$ cat config.mk
export PLATFORM = sky130hd
export DESIGN_NAME = chaos_bit_gen
export DESIGN_NICKNAME = d
export VERILOG_FILES = /design/src/rtl/chaos_pkg.sv /design/src/rtl/chaos_lfsr.sv /design/src/rtl/chaos_slope_sel.sv /design/src/rtl/chaos_map_step.sv /design/src/rtl/chaos_bit_gen.sv
export SDC_FILE = /design/constraint.sdc
export NUM_CORES = 1
export LEC_CHECK = 0
export ABC_AREA = 1
export CAP_MARGIN = 20
export CORE_MARGIN = 2
export CORE_UTILIZATION = 55
export DETAILED_ROUTE_END_ITERATION = 6
export PLACE_DENSITY_LB_ADDON = 0.1
export SYNTH_ARGS = -nofsm -noshare
export SYNTH_HDL_FRONTEND = slang
export SYNTH_SLANG_ARGS = --single-unit
$ cat constraint.sdc
create_clock -name clk -period 6.7 [get_ports clk]
set_input_delay 1.34 -clock clk [delete_from_list [all_inputs] [get_ports clk]]
set_output_delay 1.34 -clock clk [all_outputs]
set_load 0.01 [all_outputs]
$ cat src/rtl/chaos_pkg.sv
package chaos_pkg;
   // three-bit slope code for each selector index
   function automatic logic [2:0] slope_code(input logic [1:0] idx);
      case (idx)
         2'd0:    slope_code = 3'b111;
         2'd1:    slope_code = 3'b011;
         2'd2:    slope_code = 3'b110;
         default: slope_code = 3'b010;
      endcase
   endfunction
endpackage

$ cat src/rtl/chaos_lfsr.sv
module chaos_lfsr #(
   parameter int          W    = 5,
   parameter logic [W-1:0] INIT = 1
) (
   input  logic         clk,
   input  logic         rst_n,
   input  logic         restart,
   input  logic         advance,
   output logic [W-1:0] q
);
   logic fb;

   generate
      if (W == 4) begin : g_w4
         assign fb = q[3] ^ q[2];
      end else if (W == 5) begin : g_w5
         assign fb = q[4] ^ q[2];
      end else if (W == 6) begin : g_w6
         assign fb = q[5] ^ q[4];
      end else if (W == 7) begin : g_w7
         assign fb = q[6] ^ q[5];
      end else begin : g_bad
         $error("chaos_lfsr: width %0d has no tap set", W);
         assign fb = 1'b0;
      end
      if (INIT == '0) begin : g_zero_init
         $error("chaos_lfsr: INIT must be nonzero");
      end
   endgenerate

   always_ff @(posedge clk or negedge rst_n) begin
      if (!rst_n) begin
         q <= INIT;
      end else if (restart) begin
         q <= INIT;
      end else if (advance) begin
         q <= {q[W-2:0], fb};
      end
   end
endmodule

$ cat src/rtl/chaos_slope_sel.sv
module chaos_slope_sel #(
   parameter int DECODE_STYLE = 1
) (
   input  logic [1:0] idx,
   output logic [2:0] code
);
   import chaos_pkg::*;

   generate
      if (DECODE_STYLE == 0) begin : g_table
         assign code = slope_code(idx);
      end else begin : g_shared
         // codes share the middle bit; the outer bits follow the index
         assign code = {~idx[0], 1'b1, ~idx[1]};
      end
   endgenerate
endmodule

$ cat src/rtl/chaos_map_step.sv
module chaos_map_step #(
   parameter int N         = 16,
   parameter int MAP_STYLE = 0
) (
   input  logic [N-1:0] k,
   input  logic [2:0]   code,
   output logic [N-1:0] k_next
);
   localparam int BW = 2 * N;

   generate
      if (MAP_STYLE == 0) begin : g_full_mult
         logic [BW-1:0] beta;
         logic [BW-1:0] k_ext;
         assign beta   = {code, {(N-3){1'b0}}, {N{1'b1}}};
         assign k_ext  = {{N{1'b0}}, k};
         assign k_next = N'((k_ext * beta) >> N);
      end else begin : g_folded
         // integer part wraps to its top three bits; fraction part gives k-1
         logic [2:0]   wrap;
         logic [N-1:0] dec;
         assign wrap   = code * k[2:0];
         assign dec    = k - N'(k != '0);
         assign k_next = {wrap, {(N-3){1'b0}}} + dec;
      end
   endgenerate
endmodule

$ cat src/rtl/chaos_bit_gen.sv
module chaos_bit_gen #(
   parameter int                 STATE_W      = 16,
   parameter int                 LFSR_W       = 5,
   parameter int                 SEL_HI       = 4,
   parameter int                 SEL_LO       = 1,
   parameter logic [STATE_W-1:0] DEFAULT_SEED = 16'hACE1,
   parameter logic [LFSR_W-1:0]  LFSR_INIT    = 1,
   parameter int                 MAP_STYLE    = 0,
   parameter int                 DECODE_STYLE = 1
) (
   input  logic               clk,
   input  logic               rst_n,
   input  logic               seed_load,
   input  logic [STATE_W-1:0] seed_val,
   input  logic               step_en,
   output logic               rnd_bit,
   output logic               rnd_valid
);
   localparam int MSB = STATE_W - 1;

   generate
      if (STATE_W < 4) begin : g_chk_w
         $error("chaos_bit_gen: STATE_W must be at least 4");
      end
      if (SEL_HI >= LFSR_W || SEL_LO >= LFSR_W || SEL_HI == SEL_LO) begin : g_chk_sel
         $error("chaos_bit_gen: selector taps out of range");
      end
      if (DEFAULT_SEED == '0) begin : g_chk_seed
         $error("chaos_bit_gen: DEFAULT_SEED must be nonzero");
      end
   endgenerate

   logic [STATE_W-1:0] state_q;
   logic [STATE_W-1:0] state_nx;
   logic [STATE_W-1:0] seed_fix;
   logic [LFSR_W-1:0]  lfsr_q;
   logic [1:0]         sel_idx;
   logic [2:0]         code;
   logic               do_step;
   logic               bit_q;
   logic               valid_q;

   assign do_step  = step_en & ~seed_load;
   assign seed_fix = (seed_val == '0) ? DEFAULT_SEED : seed_val;
   assign sel_idx  = {lfsr_q[SEL_HI], lfsr_q[SEL_LO]};

   chaos_lfsr #(.W(LFSR_W), .INIT(LFSR_INIT)) u_lfsr (
      .clk     (clk),
      .rst_n   (rst_n),
      .restart (seed_load),
      .advance (do_step),
      .q       (lfsr_q)
   );

   chaos_slope_sel #(.DECODE_STYLE(DECODE_STYLE)) u_sel (
      .idx  (sel_idx),
      .code (code)
   );

   chaos_map_step #(.N(STATE_W), .MAP_STYLE(MAP_STYLE)) u_map (
      .k      (state_q),
      .code   (code),
      .k_next (state_nx)
   );

   always_ff @(posedge clk or negedge rst_n) begin
      if (!rst_n) begin
         state_q <= DEFAULT_SEED;
         bit_q   <= 1'b0;
         valid_q <= 1'b0;
      end else if (seed_load) begin
         state_q <= seed_fix;
         bit_q   <= 1'b0;
         valid_q <= 1'b0;
      end else if (step_en) begin
         state_q <= state_nx;
         bit_q   <= state_nx[MSB];
         valid_q <= 1'b1;
      end else begin
         valid_q <= 1'b0;
      end
   end

   assign rnd_bit   = bit_q;
   assign rnd_valid = valid_q;
endmodule

==> metrics <==
gr ovfl total=0; multiplexer share of the synthesized area=0; Clock Sinks=23; setup_tns=0 ns; # DRC=0; worst min path class=reg2reg; # fillers=1061; crit-path most repeated cell=nand2_1; CP arrival=6.32 ns; Slew Limit Fails=0; prevailing post-synth register cell=dfrtp_1; critical path class=reg2reg; Post-synth EDFFs=0; number of global-route vias before repair=around 5600; placer congestion estimate=around 0.94; nets=1098; initial antenna violation count=0; max_cap viols=0; CP endpoint kind=flip-flop; reg2reg end=rnd_bit$_DFFE_PN0P_; non-filler cells, final=around 1000; clk slew on worst S/H paths=0.08 ns; total wire length=17300 um; Synth Area in Adders=0.452; initial drt markers=~430; outcome=finished clean; placed instance area=6810 um2; reg-to-reg startpoint=state_q[14]$_DFFE_PN0P_; CP startpoint kind=flip-flop; I/O Buffers=21; H-tree depth=1; R2R depth=24; Core ar.=11400 um2; clock latency on the worst-skew pair=0.27 ns; fin area=6890 um2; # placed instances=1032; r2r setup slk=between 0.5 and 0.6 ns; top post-synthesis cells by area=fa_1 25%, ha_1 20%, inv_1 13%; Synth Area in Compound Gates=0.0716; fmax=162 MHz; post-CTS setup buffer count=0; number of diodes=0; simple-gate share of the synthesized area=0.209; routed vias/inst=about 5.3; Slowest-stage cell, CP=fa_1; most frequent cells in the layout=229 x inv_1, 194 x nand2_1, 104 x ha_1, 80 x fa_1, 63 x nor2_1; GR Util All Layers=0.293; pin slew with the least headroom to its limit=0.750 ns; share of cells above drive strength 1=0.0302; unrepaired setup endpoints after global routing=false; Initial Utilization=0.562; die width=112 um; FF/Latch Area=587 um2; critical path cell sequence=fa_1 -> inv_1 -> fa_1 -> inv_1 -> fa_1 -> xnor2_1 -> xor2_1 -> fa_1 -> inv_1 -> fa_1 -> inv_1 -> ha_1 -> nand2_1 -> nand2_1 -> nor2_2 -> nor2_1 -> nor2_1 -> nor2_1 -> nor2_1 -> nand2_1 -> nand2_1 -> nand2_1 -> nand2_1 -> nand2_1; Final Critical Period=between 6 and 7 ns; Die ar.=12500 um2; Yosys top cell area share=0.250; commonest non-fill, non-tap cell in the layout=inv_1; Final Hold Vio Count=0; Worst path max stage delay=0.66 ns; mapped cell area=6420 um2; DRT Pass-1 Iters=5; Multi-input gate area=between 4000 and 5000 um2; Area Overhead vs Synth=7.41%; wire per inst=16.7 um; TritonCTS clock tree=yes; Die Ht=112 um; cell row count=39; fin crit share=0.919; clock tree buffer depth=2; Critical Path Fanout Max=5; first-pass GRT wire length=28700 um; dpl hpwl=15300 um; synth warn=0; Post-synth ARST share=1.00; Synth Register Bits=23; Yosys cell types=36; critical path required time=6.86 ns; Final ANT Viol Nets=0; final setup skew=0.00764 ns; Slew HR=0.500; Root Buffer=clkbuf_16; largest family of logic cells by synthesized area=adder cells; CTS Buf Count=3; CTS-repair resized insts=0; register area share after synthesis=0.0914; xor/xnor cell area share of the yosys netlist=0.0355; Critical path origin=state_q[14]$_DFFE_PN0P_; Setup Viol. Count Final=0; via count=around 5500; Cells after Synth=873; Syn Nets=between 1000 and 1500; largest net degree at the start of global routing=23; hold buffers post-CTS=0; biggest area consumer among synthesized cells=fa_1; IO Count=22; worst setup path end=rnd_bit$_DFFE_PN0P_; Syn Area/Cell=7.35 um2
logic make-up (layout without fill, tap and decap cells):
kind of cell    after synthesis  in the layout
flops                        23             23
fa+ha+maj                   184            184
buf+inv                     238            258
xor+xnor                     26             26
compound gates               81             81
simple gates                321            321
worst min path at each step:
stage / to / slack (ns) / cells past startpoint / startpoint
4_1_cts: rnd_bit$_DFFE_PN0P_ / 0.53 / 2 / rnd_bit$_DFFE_PN0P_
3_5_place_dp: rnd_bit$_DFFE_PN0P_ / 0.51 / 2 / rnd_bit$_DFFE_PN0P_
5_1_grt: u_lfsr.q[1]$_DFFE_PN0P_ / 0.55 / 2 / u_lfsr.q[0]$_DFFE_PN1P_
3_3_place_gp: rnd_bit$_DFFE_PN0P_ / 0.47 / 2 / rnd_bit$_DFFE_PN0P_
2_1_floorplan: u_lfsr.q[4]$_DFFE_PN0P_ / 0.49 / 2 / u_lfsr.q[3]$_DFFE_PN0P_
6_report: rnd_bit$_DFFE_PN0P_ / 0.52 / 2 / rnd_bit$_DFFE_PN0P_
layer usage:
| metal | track usage | wire, um | part of all wire | up-vias |
|---|---|---|---|---|
| li1 | - | - | - | 2691 |
| met1 | 0.440 | 8410 | 0.48 | 2592 |
| met2 | 0.448 | 7420 | 0.43 | 153 |
| met3 | 0.0308 | 899 | 0.052 | 29 |
| met4 | 0.0976 | 616 | 0.036 | 0 |
| met5 | 0 | 0 | 0 | - |
synth_stat cells, drive strengths merged (7+ instances only):
master,n
xnor2,10
inv,230
dfrtp,14
a21oi,35
ha,104
nor2,66
nand2,197
dfstp,9
nand3,35
nor3,7
o21ai,25
fa,80
xor2,16
worst max-delay path: cells and delay by family, from the launching register on:
family                     cells  cell delay [ns]
adders and majority gates      6             3.23
buffers and inverters          4             0.42
and+or+nand+nor               12             1.24
xor gates and xnor gates       2             0.69
DFF                            1             0.46
stage by stage:
step	hold WS, ns	setup WS [ns]	utilization
5_1_grt	0.551	0.188	0.604
3_3_place_gp	0.466	0.740	0.594
3_5_place_dp	0.512	0.650	0.597
6_report	0.522	0.542	0.604
2_1_floorplan	0.490	1.31	-
4_1_cts	0.526	0.600	0.604
flip-flops by register name, summed over array words and instances, names as in the netlist:
register / cells
state_q: 16
u_lfsr.q: 5
rnd_bit: 1
rnd_valid: 1
final cells by class:
cell class | instances | share of cell area
clock buffers | 3 | 0.0109
clock inverters | 1 | 0.000726
inverters | 230 | 0.125
multi-input cells | 612 | 0.715
flip-flops and latches | 23 | 0.0851
well taps | 143 | 0.0260
repair buffers | 24 | 0.0367
Power is left out: the tool's default activity adds up to more than one toggle a clock period on the data nets, which glitch-free logic cannot reach.
